`src/rtl/lcd_pseq_pkg.sv`:
```
package lcd_pseq_pkg;

    typedef enum logic [2:0] {
        PH_OFF       = 3'd0,
        PH_ENABLED   = 3'd1,
        PH_ON        = 3'd2,
        PH_UP_WAIT   = 3'd3,
        PH_DROP_WAIT = 3'd4,
        PH_SHUT_WAIT = 3'd5
    } phase_e;

    typedef struct packed {
        logic want_en;
        logic want_pwr;
    } cmd_t;

    typedef struct packed {
        phase_e phase;
        logic   en;
        logic   pwr;
        logic   busy;
    } seq_state_t;

    localparam seq_state_t SEQ_RESET = '{phase: PH_OFF, en: 1'b0, pwr: 1'b0, busy: 1'b0};

endpackage

```
`src/rtl/lcd_pseq_timer.sv`:
```
module lcd_pseq_timer #(
    parameter int unsigned SETTLE_CYCLES = 5_000_000
) (
    input  logic clk,
    input  logic rst_n,
    input  logic start_i,
    output logic expired_o
);
    localparam int CW = (SETTLE_CYCLES > 1) ? $clog2(SETTLE_CYCLES + 1) : 1;
    localparam logic [CW-1:0] LOAD = CW'(SETTLE_CYCLES - 1);

    logic [CW-1:0] cnt_d, cnt_q;

    always_comb begin
        cnt_d = cnt_q;
        if (start_i) begin
            cnt_d = LOAD;
        end else if (cnt_q != '0) begin
            cnt_d = cnt_q - 1'b1;
        end
    end

    always_ff @(posedge clk or negedge rst_n) begin
        if (!rst_n) cnt_q <= '0;
        else        cnt_q <= cnt_d;
    end

    assign expired_o = (cnt_q == '0);

endmodule

```
`src/rtl/lcd_pseq_hold.sv`:
```
module lcd_pseq_hold
    import lcd_pseq_pkg::*;
(
    input  logic clk,
    input  logic rst_n,
    input  logic capture_i,
    input  cmd_t cmd_i,
    input  logic consume_i,
    output logic valid_o,
    output cmd_t cmd_o
);
    typedef struct packed {
        logic valid;
        cmd_t cmd;
    } slot_t;

    slot_t slot_d, slot_q;

    always_comb begin
        slot_d = slot_q;
        if (consume_i) slot_d.valid = 1'b0;
        if (capture_i) begin
            slot_d.valid = 1'b1;
            slot_d.cmd   = cmd_i;
        end
    end

    always_ff @(posedge clk or negedge rst_n) begin
        if (!rst_n) slot_q <= '0;
        else        slot_q <= slot_d;
    end

    assign valid_o = slot_q.valid;
    assign cmd_o   = slot_q.cmd;

endmodule

```
`src/rtl/lcd_power_seq.sv`:
```
module lcd_power_seq
    import lcd_pseq_pkg::*;
#(
    // 20 ms at a 250 MHz reference clock
    parameter int unsigned SETTLE_CYCLES = 5_000_000
) (
    input  logic       clk,
    input  logic       rst_n,
    input  logic       req_valid_i,
    input  logic       req_enable_i,
    input  logic       req_power_i,
    output logic       panel_en_o,
    output logic       panel_pwr_o,
    output logic       busy_o,
    output logic [2:0] phase_o
);
    seq_state_t s_d, s_q;
    cmd_t       req_cmd, held_cmd, take_cmd;
    logic       held_valid, take_valid, stable;
    logic       timer_start, timer_expired;

    assign req_cmd = '{want_en: req_enable_i, want_pwr: req_power_i};

    // Stable phases accept work; waits park it in the hold slot.
    assign stable     = !s_q.busy;
    assign take_valid = stable && (req_valid_i || held_valid);
    assign take_cmd   = req_valid_i ? req_cmd : held_cmd;

    lcd_pseq_hold u_hold (
        .clk       (clk),
        .rst_n     (rst_n),
        .capture_i (req_valid_i && s_q.busy),
        .cmd_i     (req_cmd),
        .consume_i (stable && held_valid),
        .valid_o   (held_valid),
        .cmd_o     (held_cmd)
    );

    lcd_pseq_timer #(.SETTLE_CYCLES(SETTLE_CYCLES)) u_timer (
        .clk       (clk),
        .rst_n     (rst_n),
        .start_i   (timer_start),
        .expired_o (timer_expired)
    );

    always_comb begin
        s_d         = s_q;
        timer_start = 1'b0;
        unique case (s_q.phase)
            PH_OFF, PH_ENABLED, PH_ON: begin
                if (take_valid) begin
                    if (!take_cmd.want_en) begin
                        // Shutdown: power off first (if on), then wait.
                        if (s_q.en) begin
                            s_d.pwr     = 1'b0;
                            s_d.phase   = PH_SHUT_WAIT;
                            s_d.busy    = 1'b1;
                            timer_start = 1'b1;
                        end
                    end else if (take_cmd.want_pwr) begin
                        if (!s_q.pwr) begin
                            s_d.en      = 1'b1;
                            s_d.phase   = PH_UP_WAIT;
                            s_d.busy    = 1'b1;
                            timer_start = 1'b1;
                        end
                    end else if (s_q.pwr) begin
                        s_d.pwr     = 1'b0;
                        s_d.phase   = PH_DROP_WAIT;
                        s_d.busy    = 1'b1;
                        timer_start = 1'b1;
                    end else begin
                        s_d.en    = 1'b1;
                        s_d.phase = PH_ENABLED;
                    end
                end
            end
            PH_UP_WAIT: begin
                if (timer_expired) begin
                    s_d.pwr   = 1'b1;
                    s_d.phase = PH_ON;
                    s_d.busy  = 1'b0;
                end
            end
            PH_DROP_WAIT: begin
                if (timer_expired) begin
                    s_d.phase = PH_ENABLED;
                    s_d.busy  = 1'b0;
                end
            end
            PH_SHUT_WAIT: begin
                if (timer_expired) begin
                    s_d.en    = 1'b0;
                    s_d.phase = PH_OFF;
                    s_d.busy  = 1'b0;
                end
            end
            default: s_d = SEQ_RESET;
        endcase
    end

    always_ff @(posedge clk or negedge rst_n) begin
        if (!rst_n) s_q <= SEQ_RESET;
        else        s_q <= s_d;
    end

    assign panel_en_o  = s_q.en;
    assign panel_pwr_o = s_q.pwr;
    assign busy_o      = s_q.busy;
    assign phase_o     = s_q.phase;

endmodule

```
`config.mk`:
```
export PLATFORM = sky130hd
export DESIGN_NAME = lcd_power_seq
export DESIGN_NICKNAME = d
export VERILOG_FILES = /design/src/rtl/lcd_pseq_pkg.sv /design/src/rtl/lcd_pseq_timer.sv /design/src/rtl/lcd_pseq_hold.sv /design/src/rtl/lcd_power_seq.sv
export SDC_FILE = /design/constraint.sdc
export NUM_CORES = 1
export LEC_CHECK = 0
export BUFFER_PORTS_ARGS = -buffer_cell sky130_fd_sc_hd__buf_2
export CORE_UTILIZATION = 35
export DETAILED_ROUTE_END_ITERATION = 8
export PLACE_DENSITY_LB_ADDON = 0.1
export SLEW_MARGIN = 20
export SYNTH_ARGS = -nofsm -noshare
export SYNTH_HDL_FRONTEND = slang
export SYNTH_SLANG_ARGS = --single-unit
export TNS_END_PERCENT = 20
```
`constraint.sdc`:
```
create_clock -name clk -period 2.71 [get_ports clk]
set_input_delay 0.1355 -clock clk [delete_from_list [all_inputs] [get_ports clk]]
set_output_delay 0.1355 -clock clk [all_outputs]
set_load 0.03 [all_outputs]
```
==> results of run 1 <==
-- cells by family (layout without fill, tap and decap cells) --
group           count (synthesis)  count (layout)  synth area share (%)
flops                          32              32                  44.1
simple gates                   80              80                  24.5
mux                             5               5                  2.97
xor+xnor                       12              12                  5.79
buf+inv                         9              29                  1.86
compound gates                 47              47                  17.3
fa+ha+maj                       5               5                  3.45
-- worst reg2reg max path, delay by kind of cell, from the launching register on --
| kind | cells | cell delay [ps] |
|---|---|---|
| DFF | 1 | 420 |
| adders and majority gates | 1 | 240 |
| and+or+nand+nor | 4 | 1100 |
| AOI/OAI and AO/OA | 1 | 270 |
| buffers and inverters | 1 | 100 |
-- sequential cells by signal, summed over array words and instances (netlist names) --
register	cells
busy_o	1
u_timer.cnt_q	23
phase_o	3
panel_en_o	1
panel_pwr_o	1
u_hold.valid_o	1
u_hold.cmd_o	2
-- how the worst max path moves through the flow --
stage	slack (ps)	endpoint
detailed placement	480	busy_o$_DFFE_PN0P_
global route	210	u_timer.cnt_q[15]$_DFFE_PN0P_
global placement	440	busy_o$_DFFE_PN0P_
finish	460	busy_o$_DFFE_PN0P_
CTS	450	busy_o$_DFFE_PN0P_
floorplan	720	u_timer.cnt_q[13]$_DFFE_PN0P_
-- stage by stage --
stage	util, %	cells	setup WS (ps)	hold WS [ps]	cell area [um^2]
6_report	43.1	277	462	98.8	2090
3_5_place_dp	40.6	268	483	252	1970
2_1_floorplan	-	190	716	-160	1810
5_1_grt	43.1	277	214	99.5	2090
4_1_cts	43.1	277	449	86.0	2090
3_3_place_gp	40.6	268	441	236	1970
-- power breakdown --
part | internal [W] | switching, W | total [W]
Clock | 0.000272 | 0.000184 | 0.000456
Sequential | 0.000642 | 0.000224 | 0.000867
Combinational | 0.000245 | 0.000300 | 0.000545
Total | 0.00116 | 0.000709 | 0.00187
-- layout make-up --
cell class	count	area, um^2
Clock buffer	5	68.8
Clock inverter	3	42.5
Fill cell	476	2760
Inverter	5	18.8
Multi-Input combinational cell	149	980
Sequential cell	32	801
Tap cell	67	83.8
Timing Repair Buffer	16	97.6
-- routing by layer --
| metal | wire length [um] | track usage, % | part of all wire, % |
|---|---|---|---|
| met3 | 126 | 5.28 | 3.1 |
| met2 | 1930 | 27.9 | 47 |
| met5 | 0 | 0 | 0 |
| met4 | 44 | 8.55 | 1.1 |
| met1 | 2020 | 22.2 | 49 |
-- cell usage in the layout (no fill, tap or decap), drive strengths merged, types with 2 or more instances in the layout --
master / instances
or4: 5
or3: 5
xnor2: 2
o21ai: 14
mux2: 3
nand3: 7
ha: 5
and2: 2
xor2: 10
nor2: 18
nor4: 6
o211ai: 10
o21ba: 2
nand2: 16
buf: 15
a21oi: 8
o31ai: 3
dfrtp: 32
nand4: 3
nand3b: 2
clkbuf: 5
nor3: 10
inv: 5
o41ai: 2
a21o: 2
mux2i: 2
==> summary.txt, run 1 <==
Yosys
  • Post-Syn Nets: 200
  • Sequential area share after synthesis: 44.1%
  • Cell with the most instances after synthesis: dfrtp_1
  • Mapped Area: 0.00181 mm^2
  • EDFF count, synth: 0
  • Largest area contributor in the netlist: dfrtp_1
  • Post-synth top flop: dfrtp_1
  • Ys Warns: 0
  • Cell variety after synth: 44
  • Synth top area cells: dfrtp_1 (44%), xor2_1 (4.8%), o21ai_0 (3.9%)
  • Syn avg cell area: about 9.5 um^2
  • Post-synth top cells: dfrtp_1 (32), nor2_1 (17), nand2_1 (15)
  • Flip-flop and latch count after synthesis: 32
  • Syn Inst Count: 190
  • Share of the synthesized area in the top cell type: 44.1%
  • Asr flop ratio synth: between 90% and 100%

Setup path
  • Critical path's slowest cell: dfrtp_1
  • R2R setup slack: approximately 460 ps
  • R2r worst-path depth: 7
  • CP top delay family: simple AND/OR/NAND/NOR gates
  • CP endpoint kind: flip-flop
  • Reg2reg start: u_timer.cnt_q[0]$_DFFE_PN0P_
  • Crit Path Max Fanout: 8
  • Critical Path Source Type: flip-flop
  • Critical path data arrival time: 2420 ps
  • Worst-path cell chain: inv_1 -> ha_1 -> nor3b_1 -> nand4_1 -> nor2_2 -> nand3_1 -> a31o_2
  • Worst r2r dst: busy_o$_DFFE_PN0P_
  • Worst Path Buf+Inv: 1
  • Critical Path Stages: 7
  • CP peak stage delay: 420 ps
  • CP startpoint: u_timer.cnt_q[0]$_DFFE_PN0P_
  • Req. time, crit path: 2880 ps
  • Worst Setup Path Type: reg2reg

Clocking
  • Clk slew on worst S/H paths: 60 ps
  • Inserted Clock Buffers: 5
  • CTS tree: built
  • Hold buffers post-CTS: 1
  • Root Driver: clkbuf_8
  • CTS Sinks: 32
  • CTS max path bufs: 2
  • Clk_lat worst skew: 290 ps
  • CTS HTree Levels: 2
  • # resized after CTS: 0
  • Setup bufs post-CTS: 0

Floorplanning
  • Core footprint: 0.00485 mm^2
  • Io pins: 11
  • Die H: 74.0 um
  • Die X: 74.0 um
  • Die ar.: 0.00548 mm^2
  • Starting density of the core: 37.4%
  • Row cnt: 25

GRT
  • Largest net degree at the start of global routing: 33
  • First-pass GRT wire length: 7200 um
  • Grt total ovfl: 0
  • Initial antenna violation count: 0
  • Tot GR Track Use: 17.7%
  • Number of global-route vias before repair: around 1500

Timing
  • Worst-margin pin slew: 741 ps
  • Fin crit period: approximately 2200 ps
  • Setup TNS: 0 ps
  • Hold Vio Cnt, Final: 0
  • Max frequency: between 400 and 500 MHz
  • Final setup viols: 0
  • Slew headroom: 50.6%
  • Period utilization: 83.0%
  • RSZ-0062 raised after global routing: no
  • Clock skew: 10.2 ps
  • Max-slew violation count: 0

Detailed routing
  • Via density: 5.36
  • Final wirelength: 4120 um
  • Post-detailed-route count of antenna-violating nets: 0
  • Residual DRC count: 0
  • Drt first-iter violations: 74
  • Via count: 1485
  • Drt pass-1 iters: 4
  • WL/cell: roughly 15 um

Hold path
  • Hold WC Path Type: in2reg
  • WHS Path Cells: 2
  • Hold path startpoint: req_power_i
  • Worst Hold End: u_hold.cmd_o[0]$_DFFE_PN0P_

Placement
  • Dpl hpwl: roughly 2900 um
  • Routability cong.: 0.852
  • Port bufs: 10

Final layout
  • Area Growth Syn to Fin: 15.3%
  • Share of cells above drive strength 1: between 10% and 20%
  • Nets: roughly 220
  • ANT cells: 0

Flow run
  • Max-cap viol count: 0

Power
  • Power per cell area: ~900 mW/mm^2
  • Peak supply drop: between 700 and 800 uV
  • Tot Pwr: 0.00187 W
  • P_leak: about 0.77 nW

Outcome
  • Status: finished, final reports clean
No activity file was read; power rests on OpenSTA's default activity.
==> run 2: changes to the inputs <==
==> constraint.sdc (replaced) <==
create_clock -name clk -period 2.35 [get_ports clk]
set_input_delay 0.1175 -clock clk [delete_from_list [all_inputs] [get_ports clk]]
set_output_delay 0.1175 -clock clk [all_outputs]
set_load 0.03 [all_outputs]
==> summary.txt, run 2 (synthesis results as in run 1) <==
Outcome
  • Status: finished, final reports clean

Power
  • Net load switching power: 0.000818 W
  • Power per cell area: 987 mW/mm^2
  • Tot Pwr: 0.00211 W
  • Sequential share of power: about 46%
  • Switch share: 38.9%
  • Peak supply drop: 491 uV
  • Pint: around 0.0013 W
  • Clk network pwr share: 20.4%
  • P_leak: 0.801 nW
  • Share of total power in combinational logic: 33.4%

Timing
  • Worst-margin pin slew: 724 ps
  • Max frequency: between 400 and 500 MHz
  • Slew headroom: 51.7%
  • PnR worst setup slack: 234 ps
  • Fin crit period: 2120 ps
  • Period utilization: 90.0%
  • Max-slew violation count: 0
  • Hold Vio Cnt, Final: 0
  • Setup TNS: 0 ps
  • RSZ-0062 raised after global routing: no
  • Final setup viols: 0
  • Clock skew: 7.51 ps

GRT
  • Tot GR Track Use: between 10% and 20%
  • Initial antenna violation count: 0
  • First-pass GRT wire length: 7260 um
  • Grt total ovfl: 0
  • Number of global-route vias before repair: 1541
  • Largest net degree at the start of global routing: 33

Setup path
  • CP peak stage delay: 590 ps
  • Req. time, crit path: 2550 ps
  • Critical path data arrival time: 2320 ps
  • Critical Path Source Type: flip-flop
  • CP endpoint kind: flip-flop
  • Worst Path Buf+Inv: 0
  • CP top delay family: simple AND/OR/NAND/NOR gates
  • Critical path's slowest cell: or4_4
  • Worst-path cell chain: or4_4 -> nor4_4 -> o211ai_2 -> or4_1 -> a21oi_1
  • Crit Path Max Fanout: 6
  • Worst Setup Path Type: reg2reg

Floorplanning
  • Row cnt: 25
  • Die H: approximately 74 um
  • Core footprint: approximately 0.0048 mm^2
  • Die X: 74.0 um
  • Io pins: 11
  • Starting density of the core: 37.4%
  • Die ar.: roughly 0.0055 mm^2

Clocking
  • Clk_lat worst skew: roughly 270 ps
  • CTS HTree Levels: 2
  • Root Driver: clkbuf_8
  • CTS tree: built
  • Inserted Clock Buffers: 5
  • Clk slew on worst S/H paths: 70 ps
  • CTS Sinks: 32
  • CTS max path bufs: 2

Detailed routing
  • Post-detailed-route count of antenna-violating nets: 0
  • Drt pass-1 iters: 4
  • Drt first-iter violations: 53
  • Final wirelength: 4290 um
  • Via density: 5.39
  • Via count: 1535
  • Residual DRC count: 0
  • WL/cell: 15.1 um

Final layout
  • Max FFs per register: 23
  • Share of cells above drive strength 1: 21.1%
  • FILL cells: 476
  • Area Growth Syn to Fin: 17.6%
  • Layout Cells excl Fill: about 290
  • Util after Layout: 44.0%
  • ANT cells: 0
  • Most flops, register: u_timer.cnt_q
  • Most frequent cells in the layout: dfrtp_1 (32), nor2_1 (17), nand2_1 (15), o21ai_0 (14), buf_4 (13)
  • Nets: 227
  • Most common cell after layout, fill and taps aside: dfrtp_1

Placement
  • Dpl hpwl: 3190 um
  • Port bufs: 10
  • Worst Setup Slack post-DPL: around 260 ps
  • Placed cell count: 276
  • Routability cong.: 0.852

Hold path
  • Hold WC Path Type: in2reg

Flow run
  • Max-cap viol count: 0
==> run 2: changes by cell type in the layout (fill, tap and decap cells not counted) <==
cell        delta
buf_4          +8
bufinv_16      -1
clkbuf_8       +1
clkinv_2       +1
clkinvlp_4     -1
==> run 2: timing repair <==
action                                 CTS  global route
buffers inserted                         0             0
resized for setup                        0             0
hold buffers                             1             0
endpoints found under the hold margin   32             0
==> run 2: power by group through the flow <==
stage	Combinational [W]	Sequential (W)	Clock, W
floorplan	0.000451	0.000988	0
global placement	0.000691	0.000981	0
detailed placement	0.000706	0.000983	0
CTS	0.000713	0.000973	0.000445
global route	0.000797	0.00100	0.000474
finish	0.000703	0.000974	0.000430
==> run 2: area by class of cell <==
cell class / count / area [um^2] / area share, %
tap: 67 / 83.8 / 3.93
timing repair buffer: 24 / 158 / 7.39
sequential: 32 / 801 / 37.5
inverter: 5 / 18.8 / 0.880
multi-input combinational: 149 / 980 / 45.9
clock buffer: 6 / 82.6 / 3.87
clock inverter: 2 / 10.0 / 0.469
==> run 2: per-stage QoR <==
step	hold WS, ps	cell area [um^2]
floorplan	-178	1810
global placement	219	2030
detailed placement	233	2030
CTS	89.2	2130
global route	83.5	2130
finish	95.0	2130
==> run 2: layer usage <==
layer | wire, um | GRT usage (%) | share of wire, % | vias to the layer above
met5 | 0 | 0 | 0 | -
met4 | 44 | 6.20 | 1.0 | 0
met3 | 167 | 3.79 | 3.9 | 4
met2 | 2070 | 29.3 | 48 | 30
met1 | 2010 | 22.6 | 47 | 750
li1 | - | - | - | 751
==> run 2: path summary, 6_finish.rpt <==
kind,from,end,slack (ps),depth (start not counted)
min reg2reg,u_hold.cmd_o[0]$_DFFE_PN0P_,u_hold.cmd_o[0]$_DFFE_PN0P_,500,1
max in group asynchronous,rst_n,busy_o$_DFFE_PN0P_,1450,2
max,u_timer.cnt_q[5]$_DFFE_PN0P_,u_timer.cnt_q[17]$_DFFE_PN0P_,230,5
min in group asynchronous,rst_n,u_timer.cnt_q[22]$_DFFE_PN0P_,430,2
min,req_power_i,u_hold.cmd_o[0]$_DFFE_PN0P_,100,2
max reg2reg,u_timer.cnt_q[5]$_DFFE_PN0P_,u_timer.cnt_q[17]$_DFFE_PN0P_,230,5
==> run 3: changes to the inputs <==
--- a/config.mk
+++ b/config.mk
@@ -5,8 +5,9 @@
 export SDC_FILE = /design/constraint.sdc
 export NUM_CORES = 1
 export LEC_CHECK = 0
+export ABC_AREA = 1
 export BUFFER_PORTS_ARGS = -buffer_cell sky130_fd_sc_hd__buf_2
-export CORE_UTILIZATION = 35
+export CORE_UTILIZATION = 60
 export DETAILED_ROUTE_END_ITERATION = 8
 export PLACE_DENSITY_LB_ADDON = 0.1
 export SLEW_MARGIN = 20
==> summary.txt, run 3 <==
Yosys
  • Mapped Area: 0.00200 mm^2
  • Ys Warns: 0
  • Asr flop ratio synth: 100%
  • Flip-flop and latch count after synthesis: 32
  • Cell with the most instances after synthesis: nand2_1
  • Syn Inst Count: 266
  • Cell variety after synth: 31
  • Post-synth top flop: dfrtp_1
  • Post-Syn Nets: 276
  • Share of the synthesized area in the top cell type: 40.1%
  • Synth top area cells: dfrtp_1 (40%), nand2_1 (14%), nor2_1 (8.1%)
  • Post-synth top cells: nand2_1 (72), nor2_1 (43), dfrtp_1 (32)
  • Sequential area share after synthesis: 40.1%
  • Largest area contributor in the netlist: dfrtp_1
  • Syn avg cell area: 7.52 um^2
  • EDFF count, synth: 0

Timing
  • Min Hold Slack: 57.2 ps
  • Setup TNS: 0 ps
  • Slew headroom: 52.5%
  • Clock skew: between 4 and 5 ps
  • Period utilization: 81.2%
  • Worst-margin pin slew: 712 ps
  • Fin crit period: 1910 ps
  • RSZ-0062 raised after global routing: no
  • Max frequency: 524 MHz
  • Hold Vio Cnt, Final: 0
  • Final setup viols: 0
  • Max-slew violation count: 0

GRT
  • Tot GR Track Use: 28.4%
  • Initial antenna violation count: 0
  • Grt total ovfl: 0
  • Largest net degree at the start of global routing: 33
  • First-pass GRT wire length: 7300 um
  • Number of global-route vias before repair: 1584

Power
  • Switch share: between 40% and 50%
  • Net load switching power: 0.000962 W
  • Power per cell area: ~970 mW/mm^2
  • Tot Pwr: 0.00207 W
  • Share of total power in combinational logic: 46.1%
  • Peak supply drop: between 600 and 700 uV
  • Clk network pwr share: 12.8%
  • Sequential share of power: 41.1%
  • Pint: 0.00111 W
  • P_leak: 1.00 nW

Final layout
  • Area Growth Syn to Fin: 6.63%
  • Max FFs per register: 23
  • Most common cell after layout, fill and taps aside: nand2_1
  • Most frequent cells in the layout: nand2_1 (72), nor2_1 (43), dfrtp_1 (32), inv_1 (22), nand3_1 (22)
  • Share of cells above drive strength 1: 14.3%
  • Nets: 292
  • Most flops, register: u_timer.cnt_q
  • FILL cells: about 290
  • ANT cells: 0
  • Post-route cell area: roughly 0.0021 mm^2

Floorplanning
  • Io pins: 11
  • Starting density of the core: between 60% and 70%
  • Die ar.: approximately 0.0036 mm^2
  • Die X: 59.7 um
  • Row cnt: 20
  • Core footprint: 0.00310 mm^2
  • Die H: 59.7 um

Setup path
  • CP endpoint kind: flip-flop
  • Critical path data arrival time: 2150 ps
  • CP startpoint: u_timer.cnt_q[0]$_DFFE_PN0P_
  • Worst r2r dst: u_timer.cnt_q[0]$_DFFE_PN0P_
  • Critical Path Source Type: flip-flop
  • Reg2reg start: u_timer.cnt_q[0]$_DFFE_PN0P_
  • R2R setup slack: 440 ps
  • Worst Setup Path Type: reg2reg
  • R2r worst-path depth: 8
  • Req. time, crit path: 2590 ps
  • CP endpoint: u_timer.cnt_q[0]$_DFFE_PN0P_
  • Crit Path Max Fanout: 13

Clocking
  • Root Driver: clkbuf_4
  • Inserted Clock Buffers: 5
  • CTS tree: built
  • Clk slew on worst S/H paths: 80 ps
  • Hold buffers post-CTS: 1
  • # resized after CTS: 0
  • CTS Sinks: 32
  • CTS HTree Levels: 2
  • Setup bufs post-CTS: 0
  • CTS max path bufs: 2
  • Clk_lat worst skew: ~320 ps

Detailed routing
  • WL/cell: 12.8 um
  • Drt first-iter violations: 143
  • Final wirelength: 4150 um
  • Via density: 5.39
  • Post-detailed-route count of antenna-violating nets: 0
  • Via count: 1747
  • Residual DRC count: 0
  • Drt pass-1 iters: 4

Placement
  • Routability cong.: 0.892
  • Post-DP Area: between 0.002 and 0.0025 mm^2
  • Dpl hpwl: 3070 um
  • Port bufs: 10

Hold path
  • Hold WC Path Type: in2reg

Outcome
  • Status: finished, final reports clean

Flow run
  • Max-cap viol count: 0
[run 3: cell count changes after synthesis, sizes merged, moves of 6 or more]
cell / before / now
nand2: 16 / 73
nor2: 18 / 54
inv: 5 / 24
nand3: 7 / 23
o211ai: 10 / 0
o21ai: 14 / 7
a21oi: 8 / 14
[run 3: worst min path at each step]
stage / start / endpoint / slack (ps) / cells past startpoint
after global placement: rst_n / panel_en_o$_DFFE_PN0P_ / 200 / 1
after global routing: req_power_i / u_hold.cmd_o[0]$_DFFE_PN0P_ / 60 / 3
after floorplan: rst_n / busy_o$_DFFE_PN0P_ / -180 / 0
after CTS: req_power_i / u_hold.cmd_o[0]$_DFFE_PN0P_ / 50 / 3
final: req_power_i / u_hold.cmd_o[0]$_DFFE_PN0P_ / 60 / 3
after detailed placement: rst_n / panel_en_o$_DFFE_PN0P_ / 210 / 1
[run 3: final cells by class]
cell class / count / area [um^2] / area share [%]
Multi-Input combinational cell: 207 / 1080 / 50.7
Timing Repair Buffer: 12 / 67.6 / 3.17
Clock buffer: 5 / 37.5 / 1.76
Tap cell: 44 / 55.1 / 2.58
Inverter: 24 / 90.1 / 4.23
Sequential cell: 32 / 801 / 37.6
[run 3: layer usage]
metal | routed length (um) | vias to the layer above | global-route usage, %
met5 | 0 | - | 0
met4 | 64 | 0 | 8.97
met3 | 287 | 8 | 7.14
met2 | 1710 | 58 | 40.8
met1 | 2090 | 797 | 41.7
li1 | - | 884 | -
[run 3: power groups by stage]
stage,Sequential (W),Clock (W),Combinational (W)
after floorplan,0.000921,0,0.000663
after global placement,0.000855,0,0.000927
after detailed placement,0.000859,0,0.000949
after CTS,0.000852,0.000273,0.000959
after global routing,0.000877,0.000303,0.00109
final,0.000853,0.000265,0.000957
[run 3: cell families (layout without fill, tap and decap cells)]
group | count (synthesis) | after routing | share of synthesized area [%]
adders and majority gates | 5 | 5 | 3.13
xor gates and xnor gates | 8 | 8 | 3.50
AOI/OAI and AO/OA | 27 | 27 | 9.32
and+or+nand+nor | 167 | 167 | 38.1
DFF | 32 | 32 | 40.1
buffers and inverters | 27 | 41 | 5.88
[run 3: critical path: stages (launching register included)]
cell and delay [ps]:
dfrtp_1 420, inv_1 110, ha_1 270, nand2_2 120, nor2_4 150, nand3_4 200
inv_1 350, a21oi_1 100, o21ai_0 100
[run 3: through the flow]
stage	setup slack, ps	std cells	util [%]
global placement	568	318	67.2
CTS	443	324	68.7
finish	442	324	68.7
global route	245	324	68.7
floorplan	692	266	-
detailed placement	481	318	67.2
